[src/rtl/accum_pkg.sv]
package accum_pkg;
  // Next-value choice made in front of the total register
  typedef enum logic [1:0] {
    NXT_KEEP = 2'd0,
    NXT_LOAD = 2'd1,
    NXT_SUM  = 2'd2
  } nxt_sel_e;
endpackage

[src/rtl/accum_fa_cell.sv]
module accum_fa_cell (
  input  logic a,
  input  logic b,
  input  logic ci,
  output logic s,
  output logic co
);
  logic ab_x;
  assign ab_x = a ^ b;
  assign s    = ab_x ^ ci;
  assign co   = (a & b) | (ab_x & ci);
endmodule

[src/rtl/accum_ripple.sv]
module accum_ripple #(
  parameter int WIDTH     = 8,
  parameter bit USE_CELLS = 1'b1
) (
  input  logic [WIDTH-1:0] a,
  input  logic [WIDTH-1:0] b,
  output logic [WIDTH-1:0] sum,
  output logic             cout
);
  localparam int CW = WIDTH + 1;

  generate
    if (USE_CELLS) begin : g_cells
      logic [CW-1:0] chain;
      assign chain[0] = 1'b0;  // no carry into the lowest stage
      for (genvar i = 0; i < WIDTH; i++) begin : g_bit
        accum_fa_cell u_fa (
          .a (a[i]),
          .b (b[i]),
          .ci(chain[i]),
          .s (sum[i]),
          .co(chain[i+1])
        );
      end
      assign cout = chain[WIDTH];
    end else begin : g_behav
      logic [CW-1:0] wide;
      assign wide = {1'b0, a} + {1'b0, b};
      assign sum  = wide[WIDTH-1:0];
      assign cout = wide[WIDTH];
    end
  endgenerate
endmodule

[src/rtl/accum_select.sv]
module accum_select
  import accum_pkg::*;
#(
  parameter int WIDTH = 8
) (
  input  logic             add_en,
  input  logic             load_en,
  input  logic [WIDTH-1:0] y,
  input  logic [WIDTH-1:0] sum,
  input  logic             sum_co,
  input  logic [WIDTH-1:0] cur,
  input  logic             cur_c,
  output logic [WIDTH-1:0] nxt,
  output logic             nxt_c
);
  nxt_sel_e sel;

  // load wins over add
  always_comb begin
    if (load_en)     sel = NXT_LOAD;
    else if (add_en) sel = NXT_SUM;
    else             sel = NXT_KEEP;
  end

  always_comb begin
    case (sel)
      NXT_LOAD: begin nxt = y;   nxt_c = 1'b0;   end
      NXT_SUM:  begin nxt = sum; nxt_c = sum_co; end
      default:  begin nxt = cur; nxt_c = cur_c;  end
    endcase
  end
endmodule

[src/rtl/accum_adder.sv]
module accum_adder #(
  parameter int WIDTH     = 8,
  parameter bit USE_CELLS = 1'b1
) (
  input  logic             clk,
  input  logic             clr,
  input  logic             add_en,
  input  logic             load_en,
  input  logic [WIDTH-1:0] y,
  output logic [WIDTH-1:0] acc,
  output logic             carry
);
  localparam int CW = WIDTH + 1;

  logic [WIDTH-1:0] acc_q, sum_w, nxt_w;
  logic             c_q, co_w, nxt_c_w;

  accum_ripple #(.WIDTH(WIDTH), .USE_CELLS(USE_CELLS)) u_add (
    .a   (acc_q),
    .b   (y),
    .sum (sum_w),
    .cout(co_w)
  );

  accum_select #(.WIDTH(WIDTH)) u_sel (
    .add_en (add_en),
    .load_en(load_en),
    .y      (y),
    .sum    (sum_w),
    .sum_co (co_w),
    .cur    (acc_q),
    .cur_c  (c_q),
    .nxt    (nxt_w),
    .nxt_c  (nxt_c_w)
  );

  // Total and carry flag; clear acts without a clock edge
  always_ff @(posedge clk or posedge clr) begin
    if (clr) begin
      acc_q <= '0;
      c_q   <= 1'b0;
    end else begin
      acc_q <= nxt_w;
      c_q   <= nxt_c_w;
    end
  end

  assign acc   = acc_q;
  assign carry = c_q;

  AST_CLEAR_ZERO: assert property (@(posedge clk) clr |-> (acc == '0 && !carry)) else $error("clear");
  AST_LOAD_BYPASS: assert property (@(posedge clk) disable iff (clr) load_en |=> (acc == $past(y) && !carry)) else $error("load");
  AST_ADD_SUM: assert property (@(posedge clk) disable iff (clr) (add_en && !load_en) |=> ({carry, acc} == CW'({1'b0, $past(acc)} + {1'b0, $past(y)}))) else $error("add");
  AST_HOLD_IDLE: assert property (@(posedge clk) disable iff (clr) (!add_en && !load_en) |=> ($stable(acc) && $stable(carry))) else $error("hold");
endmodule

[config.mk]
export PLATFORM = sky130hd
export DESIGN_NAME = accum_adder
export DESIGN_NICKNAME = d
export VERILOG_FILES = /design/src/rtl/accum_pkg.sv /design/src/rtl/accum_fa_cell.sv /design/src/rtl/accum_ripple.sv /design/src/rtl/accum_select.sv /design/src/rtl/accum_adder.sv
export SDC_FILE = /design/constraint.sdc
export NUM_CORES = 1
export LEC_CHECK = 0
export ABC_CLOCK_PERIOD_IN_PS = 10260
export BUFFER_PORTS_ARGS = -buffer_cell sky130_fd_sc_hd__buf_2
export CAP_MARGIN = 10
export CORE_UTILIZATION = 35
export DETAILED_ROUTE_END_ITERATION = 16
export MAX_ROUTING_LAYER = met4
export PLACE_DENSITY_LB_ADDON = 0.15
export SLEW_MARGIN = 5
export SYNTH_ARGS = -nofsm -noshare
export SYNTH_HDL_FRONTEND = slang
export SYNTH_SLANG_ARGS = --single-unit
[constraint.sdc]
create_clock -name clk -period 10.26 [get_ports clk]
set_clock_uncertainty 0.05 [all_clocks]
set_input_delay 0.513 -clock clk [delete_from_list [all_inputs] [get_ports clk]]
set_output_delay 0.513 -clock clk [all_outputs]
set_load 0.05 [all_outputs]
==> impl_results.md <==
- Outcome: finished, final reports clean
- Core ar.: 0.00159 mm²
- Reg2reg end: acc[7]
- Num ports: 21
- #FFs+latches synth: 9
- Reg2Reg Launch Point: acc[0]
- Achievable Freq: approximately 270 MHz
- Clock share of power: 21.7%
- CTS buffer count: 3
- R2R cell count: 10
- Longest Clk Path Bufs: 2
- TritonCTS clock tree: done
- Dpl ws: 6.25 ns
- Initial antenna violation count: 0
- Sequential area share after synthesis: 35.9%
- Maxcap violations: 0
- EDFF count, synth: 0
- Grt ovf: 0
- Vias in the first global route: between 400 and 500
- Flop pwr share: 36.3%
- Fin. Hold Viols: 0
- Max transition margin: approximately three quarters
- Root buf cell: clkbuf_4
- Synth Net Count: between 70 and 80
- CP Capture Type: register
- CP Data Arrival Time: 3.85 ns
- First-pass GRT wire length: 1840 µm
- Multi-input gate area: roughly 320 µm²
- I/O Buffers: 20
- Num rows: 14
- Synthesized area: 628 µm²
- Internal power: about 0.073 mW
- N_diodes: 0
- Setup violators final: 0
- Cell count after synthesis: 54
- Clk_lat worst skew: 0.27 ns
- Design area: 703 µm²
- Clk slew on worst S/H paths: 0.07 ns
- Post-CTS Resized: 0
- Sink Count: 9
- Synth-to-layout area growth: 12.0%
- Largest net degree at the start of global routing: 18
- Reg2reg setup slack: between 6 and 7 ns
- Syn avg cell area: 11.6 µm²
- Pwr dens: 182 mW/mm²
- Initial Util: 39.4%
- Setup TNS Final: 0 ns
- Worst Hold Class: in2async
- Post-DRT Antenna Nets: 0
- Ratio of cells with drive above 1 in the final layout: 35.3%
- H-tree levels: 1
- Post-CTS Hold Buffers: 0
- Cell taking the most area after synthesis: dfrtp_1
- Die span in y: 44.4 µm
- Die area: 0.00197 mm²
- Primary FF master, synth: dfrtp_1
- Worst vdd ir: between 0.00007 and 0.00008 V
- GRT Resource Usage Total: 14.0%
- Max-slew violations: 0
- Vias: 403
- Vias/cell: 4.38
- CP Class: reg2reg
- Final hold slack: roughly 0.14 ns
- Period utilization: 36.6%
- Critical Path RT: 10.36 ns
- Switching fraction of total power: 42.9%
- Wirelength per Cell: 10.8 µm
- Post-CTS setup buffer count: 0
- Final core occ: between 40% and 50%
- Synth Warn #: 0
- Area after DPL: 676 µm²
- RSZ-0062 raised after global routing: no
- Worst Path Max Fanout: 3
- Logic pwr share: 42.0%
- Area share of the largest cell type after synthesis: 35.9%
- CP Launch Type: register
- Die width: between 40 and 50 µm
- Commonest cells in the netlist: dfrtp_1 (9), mux2i_1 (9), buf_4 (8), nand2_1 (8), o21ai_1 (8)
- Leakage power: 0.361 nW
- Filler cells: 167
- DP HPWL: roughly 790 µm
- Min Clock Period, post-route: 3.75 ns
- Layout Nets: 89
- Synth unique cells: 10
- 1st-pass router iterations: 2
- Switching power: around 0.055 mW
- GPL Wtd Cong: between 0.6 and 0.7
- Starting DRT DRC Count: 5
- Reg area: 225 µm²
- Crit path setup slack, layout: 6.51 ns
- Measured slew at the worst slew-check pin: approximately 0.35 ns
- Async SR Flop Fraction: 100%
- Final wirelength: ~1000 µm
- DRC Markers: 0
- Largest cells by area after synthesis: dfrtp_1 (36%), fa_1 (22%), mux2i_1 (14%)
-- layer usage --
metal | wire length [µm] | part of all wire, % | vias to the layer above | GRT usage, %
li1 | - | - | 196 | -
met1 | 424 | 42 | 191 | 17.4
met2 | 500 | 50 | 14 | 20.0
met3 | 58 | 5.8 | 2 | 4.90
met4 | 14 | 1.4 | 0 | 7.27
met5 | 0 | 0 | - | -
-- layout make-up --
cell class | instances | area share [%]
flip-flops and latches | 9 | 32.0
inverters | 1 | 0.534
repair buffers | 20 | 14.2
clock buffers | 3 | 3.20
multi-input cells | 34 | 45.0
clock inverters | 1 | 0.712
well taps | 24 | 4.27
-- registers in the layout, summed over array words and instances (netlist names) --
signal  cells
carry       1
acc         8
-- kinds of logic (layout without fill, tap and decap cells) --
kind of cell    Yosys count  in the layout  synth area share, %
fa+ha+maj                 8              8                 24.3
buf+inv                  11             25                 13.7
compound gates            8              8                 6.37
mux                       9              9                 14.3
simple gates              9              9                 5.38
flops                     9              9                 35.9
-- placed cells by master, fill, tap and decap left out --
cell type / instances
dfrtp_1: 9
nand2_1: 8
inv_1: 1
ha_1: 1
o21ai_1: 8
fa_1: 7
clkbuf_4: 3
clkinv_2: 1
buf_2: 20
nor2_1: 1
mux2i_1: 9
-- worst max-delay path by stage --
| stage | startpoint | end | slack (ns) |
|---|---|---|---|
| 2_1_floorplan | y[0] | acc[7] | 6.47 |
| 3_3_place_gp | y[0] | acc[7] | 6.27 |
| 3_5_place_dp | y[0] | acc[7] | 6.25 |
| 4_1_cts | acc[0] | acc[7] | 6.48 |
| 5_1_grt | acc[0] | acc[7] | 6.30 |
| 6_report | acc[0] | acc[7] | 6.51 |
-- power groups by stage --
stage               combinational (mW)  sequential (mW)  clock, mW
floorplan                       0.0481           0.0480          0
global placement                0.0537           0.0470          0
detailed placement              0.0545           0.0472          0
CTS                             0.0551           0.0467     0.0285
global route                    0.0609           0.0477     0.0305
finish                          0.0536           0.0464     0.0277
-- critical path, cell delays in order (launching register included) --
cell and delay [ns]:
dfrtp_1 0.39, ha_1 0.21, fa_1 0.41, fa_1 0.38
fa_1 0.38, fa_1 0.39, fa_1 0.39, fa_1 0.40
fa_1 0.43, mux2i_1 0.14, o21ai_1 0.07
-- per-stage QoR --
stage | instances | total power, mW
2_1_floorplan | 54 | 0.0961
3_3_place_gp | 88 | 0.101
3_5_place_dp | 88 | 0.102
4_1_cts | 92 | 0.130
5_1_grt | 92 | 0.139
6_report | 92 | 0.128
(Power assumes the default switching activity.)
